$ cat config.mk
export PLATFORM = sky130hd
export DESIGN_NAME = cmdParityGuard
export DESIGN_NICKNAME = d
export VERILOG_FILES = /design/src/rtl/cmdGuardPkg.sv /design/src/rtl/stackQueue.sv /design/src/rtl/guardCtrl.sv /design/src/rtl/guardDatapath.sv /design/src/rtl/cmdParityGuard.sv
export SDC_FILE = /design/constraint.sdc
export NUM_CORES = 1
export LEC_CHECK = 0
export BUFFER_PORTS_ARGS = -buffer_cell sky130_fd_sc_hd__buf_2
export CORE_MARGIN = 2
export CORE_UTILIZATION = 43
export CTS_CLUSTER_DIAMETER = 150
export DETAILED_ROUTE_END_ITERATION = 7
export PLACE_DENSITY = 0.58
export SLEW_MARGIN = 20
export SYNTH_ARGS = -nofsm -noshare
export SYNTH_HDL_FRONTEND = slang
export SYNTH_SLANG_ARGS = --single-unit
$ cat constraint.sdc
create_clock -name clk -period 6.3 [get_ports clk]
set_input_delay 1.26 -clock clk [delete_from_list [all_inputs] [get_ports clk]]
set_output_delay 1.26 -clock clk [all_outputs]
set_load 0.01 [all_outputs]
$ cat src/rtl/cmdGuardPkg.sv
package cmdGuardPkg;
  localparam int STACKS = 2;

  typedef struct packed {
    logic [STACKS-1:0] push;
    logic [STACKS-1:0] pop;
    logic [STACKS-1:0] ovfl;
    logic [STACKS-1:0] undf;
    logic              refreshGo;
  } guardStrobeT;
endpackage

$ cat src/rtl/stackQueue.sv
module stackQueue #(
  parameter int W     = 20,
  parameter int DEPTH = 4
) (
  input  logic         clk,
  input  logic         rst,
  input  logic         push,
  input  logic         pop,
  input  logic [W-1:0] din,
  output logic [W-1:0] head,
  output logic         full,
  output logic         empty
);
  localparam int PTR_W = (DEPTH > 1) ? $clog2(DEPTH) : 1;
  localparam int CNT_W = $clog2(DEPTH + 1);
  localparam logic [CNT_W-1:0] FULL_CNT = CNT_W'(DEPTH);
  localparam logic [PTR_W-1:0] LAST_PTR = PTR_W'(DEPTH - 1);

  logic [W-1:0]     mem [DEPTH];
  logic [PTR_W-1:0] rdPtr, wrPtr;
  logic [CNT_W-1:0] count;

  assign head  = mem[rdPtr];
  assign full  = (count == FULL_CNT);
  assign empty = (count == '0);

  always_ff @(posedge clk) begin
    if (rst) begin
      rdPtr <= '0;
      wrPtr <= '0;
      count <= '0;
    end else begin
      if (push) begin
        mem[wrPtr] <= din;
        wrPtr <= (wrPtr == LAST_PTR) ? '0 : wrPtr + 1'b1;
      end
      if (pop) rdPtr <= (rdPtr == LAST_PTR) ? '0 : rdPtr + 1'b1;
      case ({push, pop})
        2'b10:   count <= count + 1'b1;
        2'b01:   count <= count - 1'b1;
        default: count <= count;
      endcase
    end
  end

  // the controller never pushes into a full queue
  assert_no_overflow_R8: assert property (@(posedge clk) disable iff (rst)
    push |-> (count != FULL_CNT));
  // the controller never pops an empty queue
  assert_no_underflow_R7: assert property (@(posedge clk) disable iff (rst)
    pop |-> (count != '0));
endmodule

$ cat src/rtl/guardCtrl.sv
module guardCtrl
  import cmdGuardPkg::*;
#(
  parameter int PAY_W = 22
) (
  input  logic              clk,
  input  logic              rst,
  input  logic              cmdValid,
  input  logic [PAY_W:0]    cmdBus,
  input  logic [STACKS-1:0] done,
  input  logic [STACKS-1:0] full,
  input  logic [STACKS-1:0] empty,
  output guardStrobeT       strb,
  output logic              locked
);
  logic parityOk, isRefresh, stackSel, accessReq;

  assign parityOk  = ^cmdBus;            // odd parity over all 23 bits
  assign isRefresh = cmdBus[PAY_W-1];
  assign stackSel  = cmdBus[PAY_W-2];
  assign accessReq = cmdValid && !isRefresh && parityOk && !locked;

  always_ff @(posedge clk) begin
    if (rst) locked <= 1'b0;
    else if (!parityOk) locked <= 1'b1;
  end

  always_comb begin
    strb = '0;
    strb.refreshGo = cmdValid && isRefresh && parityOk;
    for (int s = 0; s < STACKS; s++) begin
      strb.push[s] = accessReq && (stackSel == 1'(s)) && !full[s];
      strb.ovfl[s] = accessReq && (stackSel == 1'(s)) && full[s];
      strb.pop[s]  = done[s] && !empty[s];
      strb.undf[s] = done[s] && empty[s];
    end
  end
endmodule

$ cat src/rtl/guardDatapath.sv
module guardDatapath
  import cmdGuardPkg::*;
#(
  parameter int ADDR_W = 20,
  parameter int DEPTH  = 4
) (
  input  logic                     clk,
  input  logic                     rst,
  input  guardStrobeT              strb,
  input  logic [ADDR_W-1:0]        cmdAddr,
  output logic [STACKS-1:0]        full,
  output logic [STACKS-1:0]        empty,
  output logic                     startValid,
  output logic                     startStack,
  output logic [ADDR_W-1:0]        startAddr,
  output logic                     refreshGo,
  output logic [STACKS-1:0]        cplValid,
  output logic [STACKS*ADDR_W-1:0] cplAddr,
  output logic [STACKS-1:0]        ovflPulse,
  output logic [STACKS-1:0]        undfPulse
);
  logic [ADDR_W-1:0] headAddr [STACKS];

  for (genvar s = 0; s < STACKS; s++) begin : g_stack
    stackQueue #(.W(ADDR_W), .DEPTH(DEPTH)) u_queue (
      .clk   (clk),
      .rst   (rst),
      .push  (strb.push[s]),
      .pop   (strb.pop[s]),
      .din   (cmdAddr),
      .head  (headAddr[s]),
      .full  (full[s]),
      .empty (empty[s])
    );
  end

  always_ff @(posedge clk) begin
    if (rst) begin
      startValid <= 1'b0;
      startStack <= 1'b0;
      startAddr  <= '0;
      refreshGo  <= 1'b0;
      cplValid   <= '0;
      cplAddr    <= '0;
      ovflPulse  <= '0;
      undfPulse  <= '0;
    end else begin
      startValid <= |strb.push;
      startStack <= strb.push[1];
      if (|strb.push) startAddr <= cmdAddr;
      refreshGo  <= strb.refreshGo;
      cplValid   <= strb.pop;
      ovflPulse  <= strb.ovfl;
      undfPulse  <= strb.undf;
      for (int s = 0; s < STACKS; s++)
        if (strb.pop[s]) cplAddr[s*ADDR_W +: ADDR_W] <= headAddr[s];
    end
  end

  // at most one stack accepts an access per cycle
  assert_single_push_R3: assert property (@(posedge clk) disable iff (rst)
    $onehot0(strb.push));
endmodule

$ cat src/rtl/cmdParityGuard.sv
module cmdParityGuard
  import cmdGuardPkg::*;
#(
  parameter int PAY_W       = 22,
  parameter int QUEUE_DEPTH = 4
) (
  input  logic                         clk,
  input  logic                         rst,
  input  logic                         cmdValid,
  input  logic [PAY_W:0]               cmdBus,
  input  logic [1:0]                   done,
  output logic                         errN,
  output logic                         startValid,
  output logic                         startStack,
  output logic [PAY_W-3:0]             startAddr,
  output logic                         refreshGo,
  output logic [1:0]                   cplValid,
  output logic [2*(PAY_W-2)-1:0]       cplAddr,
  output logic [1:0]                   ovflPulse,
  output logic [1:0]                   undfPulse
);
  localparam int ADDR_W = PAY_W - 2;

  guardStrobeT       strb;
  logic              locked;
  logic [STACKS-1:0] full, empty;

  guardCtrl #(.PAY_W(PAY_W)) u_ctrl (
    .clk      (clk),
    .rst      (rst),
    .cmdValid (cmdValid),
    .cmdBus   (cmdBus),
    .done     (done),
    .full     (full),
    .empty    (empty),
    .strb     (strb),
    .locked   (locked)
  );

  guardDatapath #(.ADDR_W(ADDR_W), .DEPTH(QUEUE_DEPTH)) u_data (
    .clk        (clk),
    .rst        (rst),
    .strb       (strb),
    .cmdAddr    (cmdBus[ADDR_W-1:0]),
    .full       (full),
    .empty      (empty),
    .startValid (startValid),
    .startStack (startStack),
    .startAddr  (startAddr),
    .refreshGo  (refreshGo),
    .cplValid   (cplValid),
    .cplAddr    (cplAddr),
    .ovflPulse  (ovflPulse),
    .undfPulse  (undfPulse)
  );

  assign errN = !locked;

  // an even-parity word on the bus pulls errN low in the next cycle
  assert_bad_parity_R1: assert property (@(posedge clk) disable iff (rst)
    !(^cmdBus) |=> !errN);
  // errN stays low until reset
  assert_err_sticky_R2: assert property (@(posedge clk) disable iff (rst)
    !errN |=> !errN);
  // no access starts out of a locked cycle
  assert_no_start_locked_R4: assert property (@(posedge clk) disable iff (rst)
    !errN |=> !startValid);
  // good refresh commands pass even in lockout
  assert_refresh_passes_R5: assert property (@(posedge clk) disable iff (rst)
    (cmdValid && cmdBus[PAY_W-1] && (^cmdBus)) |=> refreshGo);
  // an underflow and a retire never coexist on one stack
  assert_undf_excl_R7: assert property (@(posedge clk) disable iff (rst)
    (undfPulse & cplValid) == 2'b00);
endmodule

Yosys cells after proc, flatten, opt, wreduce, memory -nomap -nowiden
Memory sizes are Yosys's and may differ from the RTL's. A register that Yosys moved wholly into a read port is not among the register bits.
Index checks and enable logic that the tools add are counted.
{"block": "word_totals", "reg_bits": 44, "mem_bits_rw": 160, "input_bits": 28, "word_cells": 74, "memories": 2}
{"block": "op_classes", "addsub": 8, "eq_ne": 10, "n_mux": 12, "bitwise_logic": 1, "reduce_logical": 27}
{"name": "u_data.g_stack[0].u_queue.mem", "words": 4, "word_bits": 20, "read_ports": 1, "rd_ports_with_merged_regs": 1, "wr": 1, "line": "stackQueue.sv:19", "text": "logic [W-1:0] mem [DEPTH];"}
{"name": "u_data.g_stack[1].u_queue.mem", "words": 4, "word_bits": 20, "read_ports": 1, "rd_ports_with_merged_regs": 1, "wr": 1, "line": "stackQueue.sv:19"}
{"operator": "23-bit XOR reduction", "n": 1}
{"operator": "1-bit logical AND", "n": 15}
{"operator": "2-bit equality test (second input constant)", "n": 6}
{"operator": "3-bit case mux with 2 select lines", "n": 2}
{"operator": "2-bit by 1-bit adder with 2-bit output (second input constant)", "n": 4}
{"operator": "2-bit 2-to-1 mux", "n": 4}
{"operator": "3-bit by 1-bit adder with 3-bit output (second input constant)", "n": 2}
{"operator": "3-bit equality test (second input constant)", "n": 2}
{"operator": "1-bit logical NOT", "n": 6}
{"operator": "3-bit logical NOT", "n": 2}
{"operator": "1-bit 2-to-1 mux", "n": 6}
{"operator": "3-bit by 1-bit subtractor with 3-bit output (second input constant)", "n": 2}
{"operator": "2-bit by 1-bit equality test with 1-bit output (second input constant)", "n": 2}
{"operator": "2-bit nonzero test", "n": 2}
{"operator": "2-bit OR reduction", "n": 1}
{"operator": "1-bit inverter", "n": 1}

Depth between registers and ports, before layout
Gate-level depths: netlist (run 1).
{"block": "depth", "ltp_word": 9, "mapped_depth": 13}

Hierarchy
A second synthesis (run 1) with hierarchy kept.
{"block": "unflattened", "hier_cells": 587, "hier_area_um2": 9474.1}
{"mod": "stackQueue", "instances": 2, "cells_each": 153, "area_per_inst_um2": 3338.2, "seq_area_each_um2": 2582.5}
{"mod": "guardDatapath", "instances": 1, "cells_each": 241, "area_per_inst_um2": 2467.4, "seq_area_each_um2": 1381.3}
{"mod": "guardCtrl", "instances": 1, "cells_each": 39, "area_per_inst_um2": 326.6, "seq_area_each_um2": 20.0}
{"mod": "cmdParityGuard", "instances": 1, "cells_each": 1, "area_per_inst_um2": 3.8, "seq_area_each_um2": 0.0}

Worst setup path before layout (run 1)
OpenSTA, ideal clock, no wires.
{"block": "synth_timing", "path_type": "input-to-reg", "startpoint": "input port cmdBus[2]", "endpoint": "memory u_data.g_stack[0].u_queue.mem[0][0] (enable)", "setup_time_ns": 0.397, "t_arrival_ns": 3.535, "slack_ns": 2.368, "cell_stages": 7, "path_buffers": 1, "cell_sequence": "xor2_1 xnor2_1 xnor2_1 xnor3_2 or2_2 clkbuf_1 nor2_1"}
{"block": "synth_between", "elab_chain_cells": 8}
{"element": "start: declaration", "line": "cmdParityGuard.sv:10", "text": "input logic [PAY_W:0] cmdBus,"}
{"element": "23-bit XOR reduction", "line": "guardCtrl.sv:18", "text": "assign parityOk = ^cmdBus;"}
{"element": "1-bit logical AND (2 in series)", "line": "guardCtrl.sv:21", "text": "assign accessReq = cmdValid && !isRefresh && parityOk && !locked;"}
{"element": "1-bit logical AND (2 in series)", "line": "guardCtrl.sv:32", "text": "strb.push[s] = accessReq && (stackSel == 1'(s)) && !full[s];"}
{"element": "1-bit 2-to-1 mux", "line": "stackQueue.sv:33", "text": "if (push) begin"}
{"element": "1-bit 2-to-1 mux", "line": "stackQueue.sv:28", "text": "if (rst) begin"}
{"element": "1-bit 2-to-1 mux (not written as such)", "line": "stackQueue.sv:34", "text": "mem[wrPtr] <= din;"}
{"element": "end: declaration", "line": "stackQueue.sv:19"}
No other way between the ends.

Final worst setup path (run 1)
{"block": "layout_timing", "startpoint": "input port cmdBus[18]", "endpoint": "register u_data.g_stack[1].u_queue.count[2]"}
{"block": "layout_between", "elab_chain_cells": 7, "word_cells_on_any_way": 9, "cone_classes": "eq/ne (2); mux (1); reduce/logical (6)"}
{"element": "23-bit XOR reduction *", "line": "guardCtrl.sv:18"}
{"element": "1-bit logical AND * (2 in series)", "line": "guardCtrl.sv:21"}
{"element": "1-bit logical AND * (2 in series)", "line": "guardCtrl.sv:32"}
{"element": "2-bit by 1-bit equality test with 1-bit output or 2-bit equality test (tied branches)", "line": "stackQueue.sv:38", "text": "case ({push, pop})"}
{"element": "3-bit case mux with 2 select lines or 2-bit nonzero test (tied branches)"}
{"element": "end signal: assignment", "line": "stackQueue.sv:39", "text": "2'b10: count <= count + 1'b1;"}
{"element": "end signal: assignment", "line": "stackQueue.sv:40", "text": "2'b01: count <= count - 1'b1;"}
{"element": "end signal: assignment", "line": "stackQueue.sv:41", "text": "default: count <= count;"}
{"element": "end: declaration", "line": "stackQueue.sv:21", "text": "logic [CNT_W-1:0] count;"}
Mark *: on every way between the ends. The rest lies on a longest branch, timed or not.
A chain may end at the register's enable or synchronous reset.

==> impl_summary.log, run 1 <==
INFO  metric outcome = finished clean
INFO  metric first_global_vias = 5272
INFO  metric worst_setup_hold_path_clk_slew = 0.06 ns
INFO  metric globalRouteMet2Util = around 28%
INFO  metric globalRouteMet1Util = between 20% and 30%
INFO  metric comb_power_share = between 10% and 20%
INFO  metric cts.htree.levels = 1
INFO  metric synth_area_per_inst = around 15 µm²
INFO  metric wl_per_cell = around 19 µm
INFO  metric cp_max_fo = 13
INFO  metric dpl_worst_slack = 1.94 ns
INFO  metric clock_skew = slightly below 0.02 ns
INFO  metric antenna_cell_count = 0
INFO  metric cellInternalPower = around 3 mW
INFO  metric clock_power_share = about 37%
INFO  metric cp.arrival = 4.21 ns
INFO  metric switching_share = between 20% and 30%
INFO  metric drt-total-wl = 19300 µm
INFO  metric synth.distinct_cells = 36
INFO  metric timing.setup.critical_path_class = in2reg
INFO  metric report.final.hold_viol_count = 0
INFO  metric grt_pass1_wl = 30500 µm
INFO  metric final_max_slew_viol_count = 0
INFO  metric die_width = 152 µm
INFO  metric fp.coreArea = 21700 µm²
INFO  metric globalRoute.totalOverflow = 0
INFO  metric synth_seq_area_share = 68.9%
INFO  metric dp_hpwl = roughly 13000 µm
INFO  metric critical-path-max-stage-delay = 0.58 ns
INFO  metric io_buffers = 97
INFO  metric cts_setup_buffers = 0
INFO  metric globalplace.congestion = roughly 0.71
INFO  metric path_cells = buf_2, xnor2_1, xnor2_1, xnor2_1, xnor3_2, nor3_1, inv_1, ha_1, inv_1, fa_1, xor2_1, or3_1, a21oi_1
INFO  metric p_leak = 3.83 nW
INFO  metric slew_headroom = 32.8%
INFO  metric yosys_warnings = 0
INFO  metric via_per_inst = 5.07
INFO  metric global_route.usage.met3 = 2.65%
INFO  metric grt_setup_unrepaired = no
INFO  metric worst_hold_path_class = reg2reg
INFO  metric ys_ff_latch = between 200 and 250
INFO  metric crit_slowest_cell = xnor3_2
INFO  metric area_delta_synth_final = 17.1%
INFO  metric worst_ep_required_time = 6.73 ns
INFO  metric clock_insertion_delay_worst_skew = roughly 0.52 ns
INFO  metric hold-path-cell-count = 2
INFO  metric setup_tns = 0 ns
INFO  metric numClockSinks = 244
INFO  metric initial_core_util = 43.4%
INFO  metric drv_cap = 0
INFO  metric part_of_the_power_in_registers = 46.1%
INFO  metric netSwitchingPower = 1.07 mW
INFO  metric wp_depth = 13
INFO  metric die_h = between 150 and 200 µm
INFO  metric critPathMostFrequentCell = xnor2_1
INFO  metric initialDrtViolationCount = 369
INFO  metric fin_ws = 2.52 ns
INFO  metric route.vias.total = 5267
INFO  metric drt_drc_violations_left = 0
INFO  metric cts_root_buffer = clkbuf_16
INFO  metric cts_bufs_inserted = 25
INFO  metric drt_pre_antenna_iters = 5
INFO  metric cts_resized = 0
INFO  metric measured_slew_at_the_worst_slew_check_pin = 1.01 ns
INFO  metric setup.worst_path.end_class = flop
INFO  metric die_area = roughly 23000 µm²
INFO  metric post_syn_area = 9410 µm²
INFO  metric final_min_period_over_clock_period = 60.0%
INFO  metric synthCells = 637
INFO  metric antenna_found_initial = 0
INFO  metric ctsHoldBuffers = 0
INFO  metric pin_count_of_the_biggest_net_entering_global_routing = 103
INFO  metric reg2reg_depth = 10
INFO  metric postSynthNetCount = between 600 and 700
INFO  metric floorplan.io_pins = 98
INFO  metric power-per-cell-area = around 370 nW/µm²
INFO  metric placement_rows = 54
INFO  metric share_of_cells_above_drive_strength_1 = ~25%
INFO  metric number_of_nets_with_antenna_violations_after_detailed_routing = 0
INFO  metric globalRouteTotalUtil = 16.8%
INFO  metric num-nets-final = 781
INFO  metric critical_path.top_delay_family = XOR/XNOR gates
INFO  metric finalSetupViolCount = 0
INFO  metric power.ir.vdd_worst = 0.000173 V
INFO  metric max_clock_freq = around 260 MHz
INFO  metric grt_busiest_layer = met2
INFO  metric fin_crit = 3.78 ns
INFO  metric cts_buffer_depth = 3
INFO  metric worstSetupStartpointType = input port
INFO  metric cts_tree = done
INFO  metric path_buf_inv = 3
power groups by stage:
stage / clock network, mW / registers, mW / logic (mW)
after floorplan: 0 / 1.92 / 0.474
after global placement: 0 / 1.90 / 0.703
after detailed placement: 0 / 1.91 / 0.713
after CTS: 1.52 / 1.87 / 0.715
after global routing: 1.59 / 1.89 / 0.774
final: 1.49 / 1.87 / 0.699
cell families after synthesis:
logic type | Yosys count | share of synthesized area [%]
compound gates | 57 | 3.11
xor+xnor | 25 | 2.57
fa+ha+maj | 14 | 2.02
buf+inv | 49 | 2.07
flops | 244 | 68.9
mux | 61 | 11.8
simple gates | 187 | 9.52
flip-flops by register name, summed over array words and instances, names as in the netlist, 2 cells and up:
register,flops
u_data.cplValid,2
u_data.startAddr,20
u_data.undfPulse,2
u_data.ovflPulse,2
u_data.g_stack.u_queue.mem,160
u_data.cplAddr,40
u_data.g_stack.u_queue.count,6
u_data.g_stack.u_queue.rdPtr,4
u_data.g_stack.u_queue.wrPtr,4
cell type report:
type                       count  area [µm²]
fill                        1859       10700
sequential                   244        6490
clock inverter                16         184
tap                          280         350
multi-input combinational    344        2730
clock buffer                  30         644
timing repair buffer         108         568
inverter                      16        60.1
final timing paths:
path | slack (ns) | to | start
setup reg to reg | 3.42 | u_data.g_stack[0].u_queue.count[2] | u_data.g_stack[0].u_queue.count[2]
setup / recovery | 2.52 | u_data.g_stack[1].u_queue.count[2] | cmdBus[18]
hold reg to reg | 0.45 | u_data.cplAddr[33] | u_data.cplAddr[33]
hold / removal | 0.45 | u_data.cplAddr[33] | u_data.cplAddr[33]
metrics by stage:
stage	utilization, %	instances	power (mW)	instance area (µm²)	hold slack (ns)
after floorplan	-	637	2.40	9410	0.462
after global placement	47.0	992	2.61	10200	0.445
after detailed placement	47.0	992	2.62	10200	0.444
after CTS	50.8	1038	4.11	11000	0.453
after global routing	50.8	1038	4.25	11000	0.470
final	50.8	1038	4.06	11000	0.450
Yosys cell counts (all sizes together):
library cell / instances / area [µm²]
nand2b: 41 / 257
xor2: 7 / 61.3
mux4: 40 / 901
nor3: 8 / 40.0
or2b: 3 / 22.5
inv: 16 / 60.1
nor2b: 1 / 6.26
edfxtp: 160 / 4800
nand3b: 1 / 7.51
o21ai: 5 / 25.0
nand3: 6 / 30.0
mux2i: 20 / 200
dfxtp: 84 / 1680
or3: 2 / 12.5
ha: 12 / 150
or4: 1 / 7.51
nor2: 25 / 101
nor4: 3 / 33.8
fa: 2 / 40.0
and3: 1 / 6.26
nand2: 89 / 334
mux2: 1 / 11.3
o41ai: 2 / 17.5
or2: 1 / 6.26
and2: 5 / 31.3
buf: 10 / 48.8
xnor3: 1 / 23.8
xnor2: 17 / 156
clkbuf: 23 / 86.3
a21oi: 50 / 250
cells in the final DEF (no fill, tap or decap), types with 2 or more instances in the layout:
cell	instances
or2b_1	3
inv_6	2
xor2_1	7
buf_2	97
dfxtp_1	84
nor4_1	2
clkinv_2	2
inv_1	16
clkinv_1	6
nor2_1	24
or3_1	2
buf_4	11
nor3_1	8
o41ai_1	2
edfxtp_1	160
clkbuf_16	25
clkbuf_1	5
nand2b_1	41
fa_1	2
mux4_2	40
bufinv_16	4
and2_1	4
nand3_1	6
a21oi_1	50
ha_1	12
nand2_1	89
mux2i_1	20
o21ai_0	5
xnor2_1	16
worst reg2reg max path: stages, from the launching register on:
cell and delay, ns:
dfxtp_1 0.41, nor3_1 0.10, nand2b_1 0.14, buf_4 0.23, inv_1 0.53, ha_1 0.30, inv_1 0.07, fa_1 0.42
xor2_1 0.16, or3_1 0.30, a21oi_1 0.14
per-layer routing:
layer	share of wire, %	vias up
met5	0	-
met4	1.5	0
li1	-	2500
met2	48	119
met3	4.5	25
met1	46	2623
No activity file was read; power rests on OpenSTA's default activity.
==> run 2: changes to the inputs <==
Settings changed: ABC_AREA from default to 1.
Clock period 6.3 ns to 3.5 ns, I/O delays scaled along.
==> impl_summary.log, run 2 <==
INFO  metric cts_root_buffer = clkbuf_16 (unchanged)
INFO  metric post_layout_nonfiller_instances = 1381 (was 1038)
INFO  metric most-common-layout-cells = 217 x nor2_1, 160 x edfxtp_1, 132 x o21ai_0 (was 160 x edfxtp_1, 97 x buf_2, 89 x nand2_1)
INFO  metric synthMostInstantiatedCell = nor2_1 (was edfxtp_1)
INFO  metric cts_setup_buffers = 0 (unchanged)
INFO  metric grt_setup_unrepaired = no (unchanged)
INFO  metric worst_ep_required_time = 3.72 ns (was 6.73 ns)
INFO  metric share_of_cells_above_drive_strength_1 = 16.7% (was 24.9%)
INFO  metric critical-path-max-stage-delay = 0.29 ns (was 0.58 ns)
INFO  metric globalRoute.totalOverflow = 0 (unchanged)
INFO  metric worst_hold_path_class = in2reg (was reg2reg)
INFO  metric die_h = 156 µm (was 152 µm)
INFO  metric placed_cell_area = 10800 µm² (was 10200 µm²)
INFO  metric yosys_warnings = 0 (unchanged)
INFO  metric fin_ws = 0.855 ns (was 2.52 ns)
INFO  metric setup_tns = 0 ns (unchanged)
INFO  metric initial_core_util = 43.7% (was 43.4%)
INFO  metric numClockSinks = 244 (unchanged)
INFO  metric number_of_nets_with_antenna_violations_after_detailed_routing = 0 (unchanged)
INFO  metric floorplan.io_pins = 98 (unchanged)
INFO  metric globalplace.congestion = 0.812 (was 0.711)
INFO  metric worst_setup_hold_path_clk_slew = 0.06 ns (about the same)
INFO  metric area_share_of_the_leading_cell_type_in_the_synthesized_netlist = 48.5% (was 51.0%)
INFO  metric cts.htree.levels = 1 (unchanged)
INFO  metric first_global_vias = 6604 (was 5272)
INFO  metric dpl_worst_slack = 0.319 ns (was 1.94 ns)
INFO  metric worst-r2r-setup-slack = 1.03 ns (was 3.42 ns)
INFO  metric final_core_utilization = 51.4% (was 50.8%)
INFO  metric cts_resized = 0 (unchanged)
INFO  metric cp_max_fo = 20 (was 13)
INFO  metric ys_ff_latch = 244 (unchanged)
INFO  metric power.ir.vdd_worst = 0.000351 V (was 0.000173 V)
INFO  metric final_max_slew_viol_count = 0 (unchanged)
INFO  metric slew_headroom = 29.0% (was 32.8%)
INFO  metric wl_per_cell = 16.8 µm (was 18.6 µm)
INFO  metric crit_slowest_cell = buf_2 (was xnor3_2)
INFO  metric most_used_flip_flop_cell_after_synthesis = edfxtp_1 (unchanged)
INFO  metric hold_end = u_data.undfPulse[0] (was u_data.cplAddr[33])
INFO  metric outcome = finished clean (unchanged)
INFO  metric synth.cells.most_frequent = 219 x nor2_1, 160 x edfxtp_1, 132 x o21ai_0, 109 x nand2_1, 84 x dfxtp_1 (was 160 x edfxtp_1, 89 x nand2_1, 84 x dfxtp_1, 50 x a21oi_1, 41 x nand2b_1)
INFO  metric report.final.hold_viol_count = 0 (unchanged)
INFO  metric synth.area.top_cells = edfxtp_1 49%, dfxtp_1 17%, nor2_1 8.3%, o21ai_0 6.7%, nand2_1 4.1% (was edfxtp_1 51%, dfxtp_1 18%, mux4_2 9.6%, nand2_1 3.5%, nand2b_1 2.7%)
INFO  metric hold-path-cell-count = 3 (was 2)
INFO  metric dp_hpwl = 14700 µm (was 12700 µm)
INFO  metric share_of_synthesized_registers_carrying_an_async_set_or_reset = 0% (unchanged)
INFO  metric die_area = 24300 µm² (was 23100 µm²)
INFO  metric synth_area_per_inst = 10.2 µm² (was 14.8 µm²)
INFO  metric critical_path.reg2reg.startpoint = u_data.g_stack[0].u_queue.rdPtr[0] (was u_data.g_stack[0].u_queue.count[2])
INFO  metric measured_slew_at_the_worst_slew_check_pin = 1.06 ns (was 1.01 ns)
INFO  metric top_regs = u_data.g_stack.u_queue.mem: 160 flops, u_data.cplAddr: 40 flops, u_data.startAddr: 20 flops (unchanged)
INFO  metric postSynthNetCount = 1016 (was 679)
INFO  metric worstSetupStartpointType = input port (unchanged)
INFO  metric grt_pass1_wl = 36200 µm (was 30500 µm)
INFO  metric power-per-cell-area = 597 nW/µm² (was 368 nW/µm²)
INFO  metric worstHoldStart = done[0] (was u_data.cplAddr[33])
INFO  metric synth_seq_area_share = 65.5% (was 68.9%)
INFO  metric antenna_cell_count = 0 (unchanged)
INFO  metric die_width = 156 µm (was 152 µm)
INFO  metric cts_bufs_inserted = 26 (was 25)
INFO  metric path_cells = buf_2, xor2_1, nand2_1, nand2_1, nand2_1, nand2_1, inv_1, nand3_2, nand2_2, nor2_4, nand4_4, buf_4, inv_1, nand2_1, nor2_1, buf_12 (was buf_2, xnor2_1, xnor2_1, xnor2_1, xnor3_2, nor3_1, inv_1, ha_1, inv_1, fa_1, xor2_1, or3_1, a21oi_1)
INFO  metric finalSetupViolCount = 0 (unchanged)
INFO  metric drt_pre_antenna_iters = 5 (unchanged)
INFO  metric placement_rows = 55 (was 54)
INFO  metric clock_insertion_delay_worst_skew = 0.53 ns (was 0.52 ns)
INFO  metric num-nets-final = 1118 (was 781)
INFO  metric antenna_found_initial = 1 (was 0)
INFO  metric fin_crit = 2.65 ns
INFO  metric synthCells = 974 (was 637)
INFO  metric route.vias.total = 6991 (was 5267)
INFO  metric mostFrequentLayoutCell = nor2_1 (was edfxtp_1)
INFO  metric setup.worst_path.end_class = flop (unchanged)
INFO  metric drv_cap = 0 (unchanged)
INFO  metric hold_ws = 0.405 ns (was 0.450 ns)
INFO  metric fp.coreArea = 22600 µm² (was 21700 µm²)
INFO  metric dpl.cell_count = 1333 (was 992)
INFO  metric final_min_period_over_clock_period = 75.6%
INFO  metric fill_cells = 2023 (was 1859)
INFO  metric regToRegEndpoint = u_data.cplAddr[9] (was u_data.g_stack[0].u_queue.count[2])
INFO  metric timing.setup.critical_path_class = in2reg (unchanged)
INFO  metric cts_buffer_depth = 3 (unchanged)
INFO  metric cp.arrival = 2.86 ns (was 4.21 ns)
INFO  metric final_cell_area = 11600 µm² (was 11000 µm²)
INFO  metric clock_skew = 0.0171 ns (was 0.0192 ns)
INFO  metric initialDrtViolationCount = 521 (was 369)
INFO  metric pin_count_of_the_biggest_net_entering_global_routing = 48 (was 103)
INFO  metric post-layout-total-power = 6.95 mW (was 4.06 mW)
INFO  metric p_leak = 4.72 nW (was 3.83 nW)
INFO  metric critPathMostFrequentCell = nand2_1 (was xnor2_1)
INFO  metric post-synth-top-area-cell = edfxtp_1 (unchanged)
INFO  metric max_clock_freq = between 300 and 400 MHz
INFO  metric post_syn_area = 9900 µm² (was 9410 µm²)
INFO  metric io_buffers = 97 (unchanged)
INFO  metric drt_drc_violations_left = 0 (unchanged)
INFO  metric via_per_inst = 5.06 (was 5.07)
INFO  metric largest_register_ffs = 160 (unchanged)
INFO  metric regMostFlops = u_data.g_stack.u_queue.mem (unchanged)
INFO  metric cts_tree = done (unchanged)
INFO  metric reg2reg_depth = 4 (was 10)
INFO  metric globalRouteTotalUtil = 19.3% (was 16.8%)
INFO  metric synth_edf_count = 160 (unchanged)
INFO  metric drt-total-wl = 23200 µm (was 19300 µm)
INFO  metric synth.distinct_cells = 27 (was 36)
INFO  metric area_delta_synth_final = 17.6% (was 17.1%)
INFO  metric ctsHoldBuffers = 0 (unchanged)
[run 2: layout make-up]
type,count,area [µm²],share of cell area [%]
Sequential cell,244,6490,55.7
Clock inverter,10,75.1,0.645
Inverter,80,300,2.58
Timing Repair Buffer,126,803,6.90
Tap cell,285,357,3.06
Clock buffer,38,747,6.42
Multi-Input combinational cell,598,2870,24.7
[run 2: worst max-delay path by stage]
stage	from	to	cells after the start
floorplan	cmdBus[17]	u_data.g_stack[1].u_queue.mem[0][0]	16
global placement	cmdBus[9]	u_data.g_stack[0].u_queue.mem[1][8]	16
detailed placement	cmdBus[15]	u_data.g_stack[0].u_queue.mem[1][8]	16
CTS	cmdBus[9]	u_data.g_stack[0].u_queue.mem[1][9]	16
global route	cmdBus[6]	u_data.g_stack[0].u_queue.count[2]	20
finish	cmdBus[9]	u_data.g_stack[0].u_queue.mem[0][8]	16
[run 2: logic make-up (layout without fill, tap and decap cells)]
| group | Yosys count | after routing | share of synthesized area (%) |
|---|---|---|---|
| adders and majority gates | 14 | 14 | 1.92 |
| xor gates and xnor gates | 8 | 8 | 0.708 |
| AOI/OAI and AO/OA | 208 | 208 | 11.3 |
| DFF | 244 | 244 | 65.5 |
| buffers and inverters | 132 | 254 | 5.52 |
| and+or+nand+nor | 368 | 368 | 15.0 |
[run 2: routing by layer]
metal	track usage, %	routed length, µm	vias to the layer above
li1	-	-	3500
met1	25.8	10500	3308
met2	33.2	11300	154
met3	2.94	1070	27
met4	4.54	408	2
met5	0	13	-
[run 2: critical path: cells and delay by family]
| family | cells | cell delay (ns) |
|---|---|---|
| buffers and inverters | 5 | 0.88 |
| AND/OR/NAND/NOR | 10 | 1.01 |
| XOR/XNOR | 1 | 0.23 |
[run 2: where the power goes]
group          internal (mW)  switching [mW]
clock network           1.55            1.08
logic                  0.337           0.688
registers               3.21          0.0869
==> run 3: changes to the inputs <==
Settings changed: PLACE_DENSITY 0.58 to 0.6.
Clock period 3.5 ns to 2.2 ns, I/O delays scaled along.
==> impl_summary.log, run 3 (synthesis results as in run 2) <==
INFO  metric drv_cap = 0 (unchanged)
INFO  metric report.final.hold_viol_count = 0 (unchanged)
INFO  metric area_delta_synth_final = 24.3% (was 17.6%)
INFO  metric worstHoldStart = done[0] (unchanged)
INFO  metric floorplan.io_pins = 98 (unchanged)
INFO  metric numClockSinks = 244 (unchanged)
INFO  metric fill_cells = 1999 (was 2023)
INFO  metric fin_crit = 2.04 ns
INFO  metric grt_pass1_wl = 37300 µm (was 36200 µm)
INFO  metric route.vias.total = 7166 (was 6991)
INFO  metric slew_headroom = 46.3% (was 29.0%)
INFO  metric worst_hold_path_class = in2reg (unchanged)
INFO  metric initialDrtViolationCount = 489 (was 521)
INFO  metric cts_tree = done (unchanged)
INFO  metric die_area = 24300 µm² (unchanged)
INFO  metric regToRegEndpoint = u_data.g_stack[0].u_queue.count[2] (was u_data.cplAddr[9])
INFO  metric regMostFlops = u_data.g_stack.u_queue.mem (unchanged)
INFO  metric critical_path.reg2reg.startpoint = u_data.g_stack[0].u_queue.count[2] (was u_data.g_stack[0].u_queue.rdPtr[0])
INFO  metric largest_register_ffs = 160 (unchanged)
INFO  metric fp.coreArea = 22600 µm² (unchanged)
INFO  metric power.ir.vdd_worst = 0.000634 V (was 0.000351 V)
INFO  metric timing.setup.critical_path_class = in2reg (unchanged)
INFO  metric pin_count_of_the_biggest_net_entering_global_routing = 43 (was 48)
INFO  metric worstSetupStartpointType = input port (unchanged)
INFO  metric dp_hpwl = 15800 µm (was 14700 µm)
INFO  metric die_h = 156 µm (unchanged)
INFO  metric multi_input_comb_area = 3050 µm² (was 2870 µm²)
INFO  metric hold_end = u_data.undfPulse[0] (unchanged)
INFO  metric setup.worst_path.end_class = flop (unchanged)
INFO  metric placement_rows = 55 (unchanged)
INFO  metric globalplace.congestion = 0.805 (was 0.812)
INFO  metric worst-r2r-setup-slack = 0.33 ns (was 1.03 ns)
INFO  metric cp.arrival = 2.49 ns (was 2.86 ns)
INFO  metric cts_root_buffer = clkbuf_16 (unchanged)
INFO  metric final_min_period_over_clock_period = ~93%
INFO  metric share_of_cells_above_drive_strength_1 = 23.8% (was 16.7%)
INFO  metric cts.htree.levels = 1 (unchanged)
INFO  metric cts_bufs_inserted = 26 (unchanged)
INFO  metric ff_latch_area = 6490 µm² (unchanged)
INFO  metric outcome = finished clean (unchanged)
INFO  metric reg2reg_depth = 11 (was 4)
INFO  metric top_regs = u_data.g_stack.u_queue.mem: 160 flops, u_data.cplAddr: 40 flops, u_data.startAddr: 20 flops (unchanged)
INFO  metric ctsHoldBuffers = 0 (unchanged)
INFO  metric wl_per_cell = 16.7 µm (was 16.8 µm)
INFO  metric antenna_found_initial = 0 (was 1)
INFO  metric power-per-cell-area = 923 nW/µm² (was 597 nW/µm²)
INFO  metric placed_cell_area = 11300 µm² (was 10800 µm²)
INFO  metric globalRoute.totalOverflow = 0 (unchanged)
INFO  metric mostFrequentLayoutCell = nor2_1 (unchanged)
INFO  metric worst_setup_hold_path_clk_slew = 0.05 ns (was 0.06 ns)
INFO  metric number_of_nets_with_antenna_violations_after_detailed_routing = 0 (unchanged)
INFO  metric measured_slew_at_the_worst_slew_check_pin = 0.804 ns (was 1.06 ns)
INFO  metric final_cell_area = 12300 µm² (was 11600 µm²)
INFO  metric final_core_utilization = 54.3% (was 51.4%)
INFO  metric final_max_slew_viol_count = 0 (unchanged)
INFO  metric first_global_vias = 6874 (was 6604)
INFO  metric worst_ep_required_time = 2.65 ns (was 3.72 ns)
INFO  metric drt_drc_violations_left = 0 (unchanged)
INFO  metric setup_tns = 0 ns (unchanged)
INFO  metric die_width = 156 µm (unchanged)
INFO  metric cts_buffer_depth = 3 (unchanged)
INFO  metric globalRouteTotalUtil = 19.8% (was 19.3%)
INFO  metric clock_skew = 0.00716 ns (was 0.0171 ns)
INFO  metric via_per_inst = 5.00 (was 5.06)
INFO  metric num-nets-final = 1170 (was 1118)
INFO  metric p_leak = 5.04 nW (was 4.72 nW)
INFO  metric initial_core_util = 43.7% (unchanged)
INFO  metric io_buffers = 97 (unchanged)
INFO  metric drt_pre_antenna_iters = 4 (was 5)
INFO  metric grt_setup_unrepaired = yes (was no)
INFO  metric most-common-layout-cells = 203 x nor2_1, 160 x edfxtp_1, 127 x o21ai_0 (was 217 x nor2_1, 160 x edfxtp_1, 132 x o21ai_0)
INFO  metric cp_max_fo = 7 (was 20)
INFO  metric finalSetupViolCount = 0 (unchanged)
INFO  metric hold_ws = 0.153 ns (was 0.405 ns)
INFO  metric clock_insertion_delay_worst_skew = 0.52 ns (was 0.53 ns)
INFO  metric drt-total-wl = 23900 µm (was 23200 µm)
INFO  metric hold-path-cell-count = 3 (unchanged)
INFO  metric max_clock_freq = slightly below 500 MHz
==> run 3: cell types whose count changed in the layout (fill, tap and decap cells not counted), sizes merged <==
| cell | previous run | this run |
|---|---|---|
| inv | 78 | 80 |
| clkinv | 10 | 9 |
| clkinvlp | 1 | 0 |
| clkbuf | 38 | 42 |
| buf | 126 | 173 |
| diode | 0 | 1 |
==> run 3: worst max-delay path: stages <==
cell and delay (ns):
buf_2 0.21, xor2_1 0.20, nand2_1 0.07, nand2_1 0.06
nand2_1 0.04, nand2_1 0.09, inv_1 0.06, nand3_2 0.08
nand2_4 0.06, nor2_4 0.15, nand4_4 0.13, ha_4 0.19
inv_4 0.05, fa_2 0.42, nor2_2 0.11, a21oi_1 0.04
nor2_1 0.08
==> run 3: layout make-up <==
| class | count | area share [%] |
|---|---|---|
| multi-input combinational | 598 | 24.8 |
| inverter | 80 | 2.46 |
| clock inverter | 10 | 0.590 |
| antenna | 1 | 0.0203 |
| timing repair buffer | 178 | 10.2 |
| sequential | 244 | 52.7 |
| tap | 285 | 2.90 |
| clock buffer | 37 | 6.29 |
==> run 3: worst max path at each step <==
stage                     slack, ns                            endpoint  startpoint  cells past startpoint
after floorplan               -0.34  u_data.g_stack[0].u_queue.count[1]  cmdBus[17]                     20
after CTS                      0.05  u_data.g_stack[0].u_queue.count[1]  cmdBus[13]                     19
after global routing          -0.04  u_data.g_stack[1].u_queue.count[2]   cmdBus[1]                     20
after detailed placement      -0.53  u_data.g_stack[0].u_queue.count[1]  cmdBus[17]                     18
after global placement        -0.40  u_data.g_stack[1].u_queue.count[2]  cmdBus[17]                     20
final                          0.16  u_data.g_stack[0].u_queue.count[1]  cmdBus[14]                     17
==> run 3: timing repair <==
action,4_1_cts,5_1_grt
pin swaps,0,10
buffers inserted,0,2
gates resized for setup,1,41
endpoints found under the setup margin,1,161
==> run 3: layer usage <==
layer  global-route usage, %  vias up  wire, µm
met2                    33.8      163     11600
met4                    6.42        0       713
met3                    3.44       39      1030
met5                       0        -         0
met1                    25.7     3362     10600
li1                        -     3602         -
==> run 3: metrics by stage <==
stage,power [mW],std cells,setup WS (ns)
floorplan,6.40,974,-0.338
global placement,7.12,1383,-0.399
detailed placement,7.15,1383,-0.532
global route,11.9,1432,-0.0404
finish,11.4,1433,0.160
CTS,11.4,1430,0.0534
==> run 3: where the power goes <==
group	total, mW	leakage (nW)	switching (mW)	internal, mW
Sequential	5.31	2.12	0.198	5.11
Combinational	1.80	2.49	1.11	0.692
Clock	4.25	0.425	1.70	2.55
Total	11.4	5.04	3.01	8.34
